==> src/rtl/exc_seq_pkg.sv <==
`timescale 1ns/1ps
package exc_seq_pkg;
  typedef enum logic [1:0] {
    XS_NORMAL = 2'b00,
    XS_EXCEPT = 2'b01,
    XS_HALTED = 2'b10
  } exec_state_e;

  typedef enum logic [3:0] {
    SQ_IDLE,
    SQ_ADJ,
    SQ_VEC,
    SQ_PUSH_PCL,
    SQ_PUSH_PCH,
    SQ_PUSH_SR,
    SQ_VEC_HI,
    SQ_VEC_LO,
    SQ_RD_SR,
    SQ_RD_PCH,
    SQ_RD_PCL,
    SQ_DONE
  } seq_state_e;

  localparam int SR_T_BIT    = 15;
  localparam int SR_S_BIT    = 13;
  localparam int SR_MASK_LSB = 8;
endpackage

==> src/rtl/exc_sr_adjust.sv <==
`timescale 1ns/1ps
module exc_sr_adjust
  import exc_seq_pkg::*;
#(
  parameter int SR_W   = 16,
  parameter int MASK_W = 3
) (
  input  logic [SR_W-1:0]   sr_i,
  input  logic              is_irq_i,
  input  logic [MASK_W-1:0] level_i,
  output logic [SR_W-1:0]   sr_o
);
  always_comb begin
    sr_o = sr_i;
    sr_o[SR_T_BIT] = 1'b0;
    sr_o[SR_S_BIT] = 1'b1;
    if (is_irq_i) sr_o[SR_MASK_LSB +: MASK_W] = level_i;
  end
endmodule

==> src/rtl/exc_frame_addr.sv <==
`timescale 1ns/1ps
module exc_frame_addr
  import exc_seq_pkg::*;
#(
  parameter int ADDR_W = 24,
  parameter int DATA_W = 16
) (
  input  seq_state_e            state_i,
  input  logic [ADDR_W-1:0]     sp_i,
  input  logic [ADDR_W-1:0]     va_i,
  input  logic [2*DATA_W-1:0]   pc_ext_i,
  input  logic [DATA_W-1:0]     saved_sr_i,
  output logic                  req_o,
  output logic                  we_o,
  output logic [ADDR_W-1:0]     addr_o,
  output logic [DATA_W-1:0]     wdata_o
);
  localparam logic [ADDR_W-1:0] WB = ADDR_W'(DATA_W / 8);

  always_comb begin
    req_o   = 1'b1;
    we_o    = 1'b0;
    addr_o  = '0;
    wdata_o = '0;
    unique case (state_i)
      SQ_PUSH_PCL: begin we_o = 1'b1; addr_o = sp_i - WB;
                         wdata_o = pc_ext_i[DATA_W-1:0]; end
      SQ_PUSH_PCH: begin we_o = 1'b1; addr_o = sp_i - 2*WB;
                         wdata_o = pc_ext_i[2*DATA_W-1:DATA_W]; end
      SQ_PUSH_SR:  begin we_o = 1'b1; addr_o = sp_i - 3*WB;
                         wdata_o = saved_sr_i; end
      SQ_VEC_HI:   addr_o = va_i;
      SQ_VEC_LO:   addr_o = va_i + WB;
      SQ_RD_SR:    addr_o = sp_i;
      SQ_RD_PCH:   addr_o = sp_i + WB;
      SQ_RD_PCL:   addr_o = sp_i + 2*WB;
      default:     req_o = 1'b0;
    endcase
  end
endmodule

==> src/rtl/exc_exec_track.sv <==
`timescale 1ns/1ps
module exc_exec_track
  import exc_seq_pkg::*;
(
  input  logic        clk_i,
  input  logic        rst_ni,
  input  logic        entry_i,
  input  logic        ret_i,
  input  logic        ret_super_i,
  input  logic        fault_i,
  input  logic        idle_i,
  input  logic        halt_i,
  output exec_state_e state_o
);
  exec_state_e st_q, resume_q;
  logic        fault_q;

  always_ff @(posedge clk_i or negedge rst_ni) begin
    if (!rst_ni) begin
      st_q     <= XS_NORMAL;
      resume_q <= XS_NORMAL;
      fault_q  <= 1'b0;
    end else if (fault_i) begin
      st_q    <= XS_HALTED;
      fault_q <= 1'b1;
    end else if (!fault_q) begin
      if (st_q == XS_HALTED) begin
        if (!halt_i) st_q <= resume_q;
      end else if (entry_i) begin
        st_q <= XS_EXCEPT;
      end else if (ret_i) begin
        st_q <= ret_super_i ? XS_EXCEPT : XS_NORMAL;
      end else if (halt_i && idle_i) begin
        resume_q <= st_q;
        st_q     <= XS_HALTED;
      end
    end
  end

  assign state_o = st_q;
endmodule

==> src/rtl/exc_entry_seq.sv <==
`timescale 1ns/1ps
module exc_entry_seq
  import exc_seq_pkg::*;
#(
  parameter int ADDR_W = 24,
  parameter int DATA_W = 16,
  parameter int VEC_W  = 8,
  parameter int MASK_W = 3
) (
  input  logic              clk_i,
  input  logic              rst_ni,
  input  logic              exc_req_i,
  input  logic [VEC_W-1:0]  exc_vec_i,
  input  logic              exc_irq_i,
  input  logic [MASK_W-1:0] irq_level_i,
  input  logic              rte_req_i,
  input  logic              halt_i,
  input  logic [DATA_W-1:0] sr_i,
  input  logic [ADDR_W-1:0] pc_i,
  input  logic [ADDR_W-1:0] ssp_i,
  output logic              mem_req_o,
  output logic              mem_we_o,
  output logic [ADDR_W-1:0] mem_addr_o,
  output logic [DATA_W-1:0] mem_wdata_o,
  input  logic [DATA_W-1:0] mem_rdata_i,
  input  logic              mem_rdy_i,
  input  logic              mem_err_i,
  output logic [DATA_W-1:0] sr_o,
  output logic [ADDR_W-1:0] pc_o,
  output logic [ADDR_W-1:0] ssp_o,
  output logic              done_o,
  output logic [1:0]        exec_state_o
);
  localparam int PC_EXT_W    = 2 * DATA_W;
  localparam int FRAME_WORDS = 1 + PC_EXT_W / DATA_W;
  localparam logic [ADDR_W-1:0] FRAME_BYTES = ADDR_W'(FRAME_WORDS * DATA_W / 8);

  seq_state_e        seq_q;
  exec_state_e       xs;
  logic [VEC_W-1:0]  vec_q;
  logic              irq_q, ret_q;
  logic [MASK_W-1:0] lvl_q;
  logic [DATA_W-1:0] sr_q, saved_sr_q, pch_q, sr_adj;
  logic [ADDR_W-1:0] pc_q, ssp_q, base_sp_q, va_q;
  logic [PC_EXT_W-1:0] pc_ext;
  logic              accept, cyc_ok, cyc_err;

  assign accept  = (seq_q == SQ_IDLE) && !halt_i && (xs != XS_HALTED);
  assign cyc_ok  = mem_req_o && mem_rdy_i && !mem_err_i;
  assign cyc_err = mem_req_o && mem_rdy_i && mem_err_i;
  assign pc_ext  = PC_EXT_W'(pc_q);

  exc_sr_adjust #(.SR_W(DATA_W), .MASK_W(MASK_W)) u_adj (
    .sr_i(saved_sr_q), .is_irq_i(irq_q), .level_i(lvl_q), .sr_o(sr_adj)
  );

  exc_frame_addr #(.ADDR_W(ADDR_W), .DATA_W(DATA_W)) u_addr (
    .state_i(seq_q), .sp_i(base_sp_q), .va_i(va_q), .pc_ext_i(pc_ext),
    .saved_sr_i(saved_sr_q), .req_o(mem_req_o), .we_o(mem_we_o),
    .addr_o(mem_addr_o), .wdata_o(mem_wdata_o)
  );

  exc_exec_track u_track (
    .clk_i, .rst_ni,
    .entry_i(accept && exc_req_i),
    .ret_i((seq_q == SQ_DONE) && ret_q),
    .ret_super_i(sr_q[SR_S_BIT]),
    .fault_i(cyc_err),
    .idle_i(seq_q == SQ_IDLE),
    .halt_i,
    .state_o(xs)
  );

  always_ff @(posedge clk_i or negedge rst_ni) begin
    if (!rst_ni) begin
      seq_q      <= SQ_IDLE;
      vec_q      <= '0;
      irq_q      <= 1'b0;
      ret_q      <= 1'b0;
      lvl_q      <= '0;
      sr_q       <= '0;
      saved_sr_q <= '0;
      pch_q      <= '0;
      pc_q       <= '0;
      ssp_q      <= '0;
      base_sp_q  <= '0;
      va_q       <= '0;
    end else begin
      unique case (seq_q)
        SQ_IDLE: begin
          if (accept && exc_req_i) begin
            saved_sr_q <= sr_i;
            pc_q       <= pc_i;
            base_sp_q  <= ssp_i;
            vec_q      <= exc_vec_i;
            irq_q      <= exc_irq_i;
            lvl_q      <= irq_level_i;
            ret_q      <= 1'b0;
            seq_q      <= SQ_ADJ;
          end else if (accept && rte_req_i) begin
            base_sp_q <= ssp_i;
            ret_q     <= 1'b1;
            seq_q     <= SQ_RD_SR;
          end
        end
        SQ_ADJ: begin
          sr_q  <= sr_adj;
          seq_q <= SQ_VEC;
        end
        SQ_VEC: begin
          va_q  <= ADDR_W'({vec_q, 2'b00});
          ssp_q <= base_sp_q - FRAME_BYTES;
          seq_q <= SQ_PUSH_PCL;
        end
        SQ_DONE: seq_q <= SQ_IDLE;
        default: begin
          if (cyc_err) begin
            seq_q <= SQ_IDLE;
          end else if (cyc_ok) begin
            unique case (seq_q)
              SQ_PUSH_PCL: seq_q <= SQ_PUSH_PCH;
              SQ_PUSH_PCH: seq_q <= SQ_PUSH_SR;
              SQ_PUSH_SR:  seq_q <= SQ_VEC_HI;
              SQ_VEC_HI: begin
                pch_q <= mem_rdata_i;
                seq_q <= SQ_VEC_LO;
              end
              SQ_VEC_LO: begin
                pc_q  <= ADDR_W'({pch_q, mem_rdata_i});
                seq_q <= SQ_DONE;
              end
              SQ_RD_SR: begin
                sr_q  <= mem_rdata_i;
                seq_q <= SQ_RD_PCH;
              end
              SQ_RD_PCH: begin
                pch_q <= mem_rdata_i;
                seq_q <= SQ_RD_PCL;
              end
              SQ_RD_PCL: begin
                pc_q  <= ADDR_W'({pch_q, mem_rdata_i});
                ssp_q <= base_sp_q + FRAME_BYTES;
                seq_q <= SQ_DONE;
              end
              default: seq_q <= SQ_IDLE;
            endcase
          end
        end
      endcase
    end
  end

  assign sr_o         = sr_q;
  assign pc_o         = pc_q;
  assign ssp_o        = ssp_q;
  assign done_o       = (seq_q == SQ_DONE);
  assign exec_state_o = xs;
endmodule

==> config.mk <==
export PLATFORM = sky130hd
export DESIGN_NAME = exc_entry_seq
export DESIGN_NICKNAME = d
export VERILOG_FILES = /design/src/rtl/exc_seq_pkg.sv /design/src/rtl/exc_sr_adjust.sv /design/src/rtl/exc_frame_addr.sv /design/src/rtl/exc_exec_track.sv /design/src/rtl/exc_entry_seq.sv
export SDC_FILE = /design/constraint.sdc
export NUM_CORES = 1
export LEC_CHECK = 0
export ABC_AREA = 0
export ABC_CLOCK_PERIOD_IN_PS = 5300
export CORE_AREA = 2 2 235 144
export CTS_CLUSTER_SIZE = 10
export DETAILED_ROUTE_END_ITERATION = 8
export DIE_AREA = 0 0 237 146
export DONT_BUFFER_PORTS = 1
export PLACE_DENSITY = 0.48
export SLEW_MARGIN = 20
export SYNTH_ARGS = -nofsm -noshare
export SYNTH_HDL_FRONTEND = slang
export SYNTH_SLANG_ARGS = --single-unit
==> constraint.sdc <==
create_clock -name clk_i -period 5.3 [get_ports clk_i]
set_clock_uncertainty 0.2 [all_clocks]
set_input_delay 1.06 -clock clk_i [delete_from_list [all_inputs] [get_ports clk_i]]
set_output_delay 1.06 -clock clk_i [all_outputs]
set_load 0.02 [all_outputs]
# [After elaboration in Yosys (flattened, before gate mapping)]
# Cells that the tools add are included.
[word_totals] reg_bits=142 inputBits=99 out_inout_bits=109 wordCells=126
[classes] addsub=8 eq_ne=20 n_mux=36 bitwise_logic=9 reduce_logical=38
[op_table] operator="24-bit 2-to-1 mux" count=9
[op_table] operator="24-bit case mux with 8 select lines" count=1
[op_table] operator="24-bit case mux with 2 select lines" count=2
[op_table] operator="24-bit by 3-bit subtractor with 24-bit output (second input constant)" count=3
[op_table] operator="24-bit by 3-bit adder with 24-bit output (second input constant)" count=2
[op_table] operator="16-bit 2-to-1 mux" count=3
[op_table] operator="16-bit case mux with 3 select lines" count=1
[op_table] operator="16-bit case mux with 2 select lines" count=1
[op_table] operator="4-bit case mux with 7 select lines" count=1
[op_table] operator="24-bit by 2-bit adder with 24-bit output (second input constant)" count=1
[op_table] operator="24-bit by 2-bit subtractor with 24-bit output (second input constant)" count=1
[op_table] operator="4-bit by 3-bit == test with 1-bit output (second input constant)" count=4
[op_table] operator="4-bit == test (second input constant)" count=4
[op_table] operator="4-bit 2-to-1 mux" count=4
[op_table] operator="4-bit case mux with 4 select lines" count=1
[op_table] operator="2-bit 2-to-1 mux" count=7
[op_table] operator="2-bit nonzero test" count=7
[op_table] operator="4-bit AND reduction" count=3
[op_table] operator="3-bit OR reduction" count=4
[op_table] operator="10-bit by 2-bit adder with 11-bit output (second input constant)" count=1
[op_table] operator="1-bit logical AND" count=9
[op_table] operator="1-bit NOT" count=9
[op_table] operator="4-bit by 2-bit == test with 1-bit output (second input constant)" count=2
[op_table] operator="2-bit by 1-bit inequality test with 1-bit output (second input constant)" count=4
[op_table] operator="other kinds (18)" count=27

# [Depth between registers and ports, before layout]
[depth] ltp_word=8 mapped_depth=14 depth_no_buf=13

# [Cells and area by module]
# A second synthesis with hierarchy kept.
[unflattened] hier_cells=1358 hier_area_um2=11149.4
[modules_own_cells] module="exc_entry_seq" instances=1 cells_per_inst=736 area_per_inst_um2=6957.9 seq_area_each_um2=3428.3
[modules_own_cells] module="exc_frame_addr" instances=1 cells_per_inst=576 area_per_inst_um2=3786.1 seq_area_each_um2=0.0
[modules_own_cells] module="exc_exec_track" instances=1 cells_per_inst=28 area_per_inst_um2=266.5 seq_area_each_um2=125.1
[modules_own_cells] module="exc_sr_adjust" instances=1 cells_per_inst=18 area_per_inst_um2=138.9 seq_area_each_um2=0.0

# [Worst setup path after synthesis]
# No wires, ideal clock.
[synth_timing] path_type="register to output" startpoint="reg seq_q[2]" endpoint="out mem_addr_o[22]" arrival_time_ps=3914 required_time_ps=4040 slack_ps=126 path_stages_with_launch=15 n_path_buf=1 path_cell_list="dfrtp_1 -> buf_2 -> inv_1 -> nand2_1 -> nor3_1 -> inv_1 -> fa_1 -> a211o_1 -> a211oi_1 -> o211ai_1 -> a311oi_1 -> o21ai_1 -> o41ai_2 -> xor2_1 -> o211ai_1"
[synth_between] elab_chain_len=2 elab_cells_between_ends=9 classes_between="eq/ne (8); mux (1)"
[synth_lines] item="start, declared" line_no="exc_entry_seq.sv:38" rtl="seq_state_e seq_q;"
[synth_lines] item="start signal, assigned" line_no="exc_entry_seq.sv:76" rtl="seq_q <= SQ_IDLE;"
[synth_lines] item="start signal, assigned" line_no="exc_entry_seq.sv:99" rtl="seq_q <= SQ_ADJ;"
[synth_lines] item="start signal, assigned" line_no="exc_entry_seq.sv:103" rtl="seq_q <= SQ_RD_SR;"
[synth_lines] item="4-bit == test, or another cell as far along" line_no="exc_frame_addr.sv:25" rtl="unique case (state_i)"
[synth_lines] item="24-bit case mux with 8 select lines *" line_no="exc_frame_addr.sv:25"
[synth_lines] item="end, declared" line_no="exc_entry_seq.sv:23" rtl="output logic [ADDR_W-1:0] mem_addr_o,"
# Mark *: on every way between the ends. The rest lies on a longest branch, timed or not.

# [Worst setup path after layout]
[layout_timing] startpoint="reg seq_q[2]" endpoint="out mem_addr_o[23]"
# Same word-level chain as after synthesis.

==> run summary <==
STATUS
------------------------------------------------------------------------------------
Result of the run ..................................................... complete, no violations

CLOCKING
------------------------------------------------------------------------------------
Clock sink count ......................................................          142
Clock insertion delay at the later pin of the skew report .............      0.45 ns
H-tree levels .........................................................            4
Clock Root Buffer ..................................................... sky130_fd_sc_hd__clkbuf_16
Maximum clock path buffer count .......................................            2
Num CTS Buffers .......................................................           17
Clock tree from TritonCTS .............................................        built
Clock transition at the registers of the reported paths ...............      0.07 ns

SYNTH
------------------------------------------------------------------------------------
Primary flip-flop cell chosen by synthesis mapping .................... sky130_fd_sc_hd__dfrtp_1
Number of enable-type register cells in the synthesized netlist .......            0
Proportion of synthesized area in mux cells ...........................        8.47%
Number of instances in the synthesized netlist ........................         1193
Largest family of logic cells by synthesized area ..................... compound AO/OA/AOI/OAI gates
Fraction of the mapped netlist area in compound gates .................        21.1%
XOR/XNOR Fraction of Synth Area .......................................        4.65%
YS warnings ...........................................................            0
Netlist Area Pre-Place ................................................     9980 µm²
Flip-flop and latch count after synthesis .............................          142
Syn Area/Cell .........................................................     8.37 µm²
Sequential fraction of the synthesis area .............................        35.6%
Synth Net Count .......................................................         1341
Yosys cell types ......................................................           74
Area share of fa/ha/maj cells after synthesis .........................        6.29%
Simple logic cell fraction of the synthesized area ....................        19.6%
Share of flip-flops with an asynchronous set or reset after synthesis .         100%

POWER
------------------------------------------------------------------------------------
Pwr Total .............................................................    0.00952 W
Static leakage power ..................................................      5.05 nW
Power density over cell area ..........................................   829 nW/µm²
Worst vdd rail ir drop ................................................     0.316 mV

PLACED DESIGN
------------------------------------------------------------------------------------
Count of placed standard cells including taps .........................         1607
Final HPWL from detailed placement ....................................     27200 µm
Routability Congestion ................................................        0.928
DP Worst Slack ........................................................     0.197 ns
Count of buffers inserted at the top-level ports ......................            0

FLOORPLANNING
------------------------------------------------------------------------------------
Boundary pin count ....................................................          208
Core region area ......................................................    32200 µm²
Die Span X ............................................................       237 µm
Starting density of the core ..........................................        31.0%
Number of core rows ...................................................           51
Die outline area ......................................................    34600 µm²
Height of the chip ....................................................       146 µm

FINISH
------------------------------------------------------------------------------------
Area overhead of the layout relative to synthesis .....................        15.0%
Final std cells w/o fill ..............................................         1647
Final net count .......................................................         1356
Fill cell instance count of the final layout ..........................         3375
Fraction of layout cells with a size suffix above 1 ...................        14.7%

ROUTE
------------------------------------------------------------------------------------
Post-Route WL .........................................................     36400 µm
First drt pass iteration count ........................................            7
DRC violations left ...................................................            0
Via count .............................................................         9164
Number of nets with antenna violations after detailed routing .........            0
Post-detailed-route via-to-cell ratio .................................         5.56
Iter 0 DRT Violations .................................................          947
Post-detailed-route wirelength per cell ...............................      22.1 µm

TIMING
------------------------------------------------------------------------------------
Crit share post-route .................................................        96.9%
Max Transition Viols Final ............................................            0
Setup TNS Final .......................................................         0 ns
Crit path setup slack, layout .........................................     0.163 ns
Slew headroom .........................................................        29.6%
Setup violation total in the final timing report ......................            0
Fmax achieved .........................................................    0.195 GHz
Shortest period the worst path allows .................................      5.14 ns
Final hold violation count ............................................            0
RSZ-0062 raised after global routing ..................................          yes
Slew of the pin with the lowest slew margin ...........................      1.04 ns

RUN
------------------------------------------------------------------------------------
Number of max-capacitance violations reported .........................            0

WORST HOLD PATH
------------------------------------------------------------------------------------
Worst min-delay path category .........................................  in -> async

SETUP PATH
------------------------------------------------------------------------------------
CP Data Arrival Time ..................................................      3.88 ns
Type of the worst setup path ..........................................   reg -> out
Element type at the critical path start ...............................    flip-flop
Required time of the worst setup path .................................      4.04 ns
Worst setup EP type ...................................................   output pin
CP Max Fanout .........................................................           21

GRT
------------------------------------------------------------------------------------
Largest net degree at the start of global routing .....................          143
Antenna violations before repair ......................................            2
Number of global-route vias before repair .............................         8644
Grt ovf ...............................................................            0
Wire length of the first global-routing pass ..........................     54600 µm
Total global routing track utilization ................................        20.8%

[critical path, cell delays in order (launching register included)]
cell and delay (ns):
sky130_fd_sc_hd__dfrtp_1 0.42, sky130_fd_sc_hd__inv_2 0.12, sky130_fd_sc_hd__nand2_2 0.11, sky130_fd_sc_hd__nor3_2 0.16, sky130_fd_sc_hd__inv_1 0.13, sky130_fd_sc_hd__buf_6 0.20
sky130_fd_sc_hd__ha_1 0.31, sky130_fd_sc_hd__a211o_1 0.31, sky130_fd_sc_hd__o211ai_1 0.17, sky130_fd_sc_hd__a22oi_2 0.17, sky130_fd_sc_hd__a41oi_2 0.32, sky130_fd_sc_hd__a31oi_4 0.16
sky130_fd_sc_hd__a41o_1 0.30, sky130_fd_sc_hd__a31oi_1 0.18, sky130_fd_sc_hd__o221ai_1 0.17, sky130_fd_sc_hd__buf_4 0.20
[per-layer routing]
layer	routed length [µm]	up-vias	track usage, %
li1	-	4335	-
met1	18600	4428	32.0
met2	14000	374	26.9
met3	3470	27	7.97
met4	382	0	3.89
met5	0	-	0
[power by group]
part / internal [W] / switching (W)
logic: 0.00237 / 0.00359
clock network: 0.000640 / 0.000579
registers: 0.00151 / 0.000834
total: 0.00452 / 0.00500
[repair_timing]
item                       in CTS  in global routing
pin swaps                       2                  6
hold buffers                    0                  0
gates resized for setup        14                 15
setup buffers                   1                  4
setup endpoints to repair       7                  8
[layout by cell type (no fill, tap or decap), types with 7 or more instances in the layout]
| cell type | n |
|---|---|
| sky130_fd_sc_hd__clkbuf_16 | 17 |
| sky130_fd_sc_hd__o31ai_1 | 7 |
| sky130_fd_sc_hd__mux2i_1 | 44 |
| sky130_fd_sc_hd__nor2_1 | 63 |
| sky130_fd_sc_hd__nand3_1 | 24 |
| sky130_fd_sc_hd__ha_1 | 45 |
| sky130_fd_sc_hd__xnor2_1 | 24 |
| sky130_fd_sc_hd__nor3_1 | 25 |
| sky130_fd_sc_hd__xor2_1 | 29 |
| sky130_fd_sc_hd__buf_4 | 66 |
| sky130_fd_sc_hd__dfrtp_1 | 141 |
| sky130_fd_sc_hd__a31oi_1 | 9 |
| sky130_fd_sc_hd__a21o_1 | 15 |
| sky130_fd_sc_hd__a211o_1 | 7 |
| sky130_fd_sc_hd__o211ai_1 | 10 |
| sky130_fd_sc_hd__o21a_1 | 10 |
| sky130_fd_sc_hd__a22oi_1 | 7 |
| sky130_fd_sc_hd__nor2b_1 | 9 |
| sky130_fd_sc_hd__a22o_1 | 10 |
| sky130_fd_sc_hd__and3_1 | 9 |
| sky130_fd_sc_hd__inv_1 | 31 |
| sky130_fd_sc_hd__a222oi_1 | 10 |
| sky130_fd_sc_hd__o221ai_1 | 7 |
| sky130_fd_sc_hd__a21oi_1 | 72 |
| sky130_fd_sc_hd__o21ai_0 | 105 |
| sky130_fd_sc_hd__and2_1 | 7 |
| sky130_fd_sc_hd__nand4_1 | 7 |
| sky130_fd_sc_hd__mux2_2 | 36 |
| sky130_fd_sc_hd__a221oi_1 | 7 |
| sky130_fd_sc_hd__nand2_1 | 245 |
[cells by family (layout without fill, tap and decap cells)]
family	Yosys count	count (layout)
compound gates	330	330
xor+xnor	53	53
fa+ha+maj	49	49
buf+inv	105	133
flops	142	142
mux	80	80
other cells	0	2
simple gates	434	434
[final timing paths]
kind                                  end  slack (ns)  depth (start not counted)     start
max                        mem_addr_o[23]        0.16                         15  seq_q[2]
min                               pc_o[0]        0.11                          0    rst_ni
max reg2reg                      seq_q[2]        2.08                          9  seq_q[0]
min reg2reg                       va_q[2]        0.27                          2  vec_q[0]
max in group asynchronous         va_q[2]        4.50                          0    rst_ni
min in group clk_i                va_q[2]        0.27                          2  vec_q[0]
[Yosys cell counts, drive strengths merged (29+ instances only)]
cell type  number  share of area, %
nand2         247               9.3
dfrtp         142                36
o21ai         111               5.6
a21oi          76               3.8
nor2           65               2.4
clkbuf         50               1.9
ha             47               5.9
mux2i          44               4.4
mux2           36               4.1
inv            32               1.2
nor3           31               1.7
xor2           29               2.5
[cell type report]
| type | count | area [µm²] | area share [%] |
|---|---|---|---|
| diodes | 2 | 5.00 | 0.0436 |
| clock inverters | 14 | 144 | 1.25 |
| well taps | 424 | 531 | 4.62 |
| multi-input cells | 946 | 6170 | 53.7 |
| clock buffers | 18 | 439 | 3.82 |
| repair buffers | 68 | 518 | 4.51 |
| inverters | 33 | 124 | 1.08 |
| flip-flops and latches | 142 | 3550 | 31.0 |
[state kept, by name, summed over array words and instances, names as in the netlist]
name / flops
sr_o: 16
lvl_q: 3
u_track.fault_q: 1
ssp_o: 24
irq_q: 1
saved_sr_q: 16
vec_q: 8
u_track.state_o: 2
pc_o: 24
seq_q: 4
va_q: 8
base_sp_q: 24
pch_q: 8
u_track.resume_q: 2
ret_q: 1
[metrics by stage]
step	util [%]	area [µm²]	hold slack, ns
CTS	35.3	11400	0.0775
floorplan	-	9980	0.239
global route	35.6	11500	0.0839
global placement	33.3	10700	0.253
detailed placement	33.3	10700	0.250
finish	35.6	11500	0.110
Power figures use the tool's default switching activity.
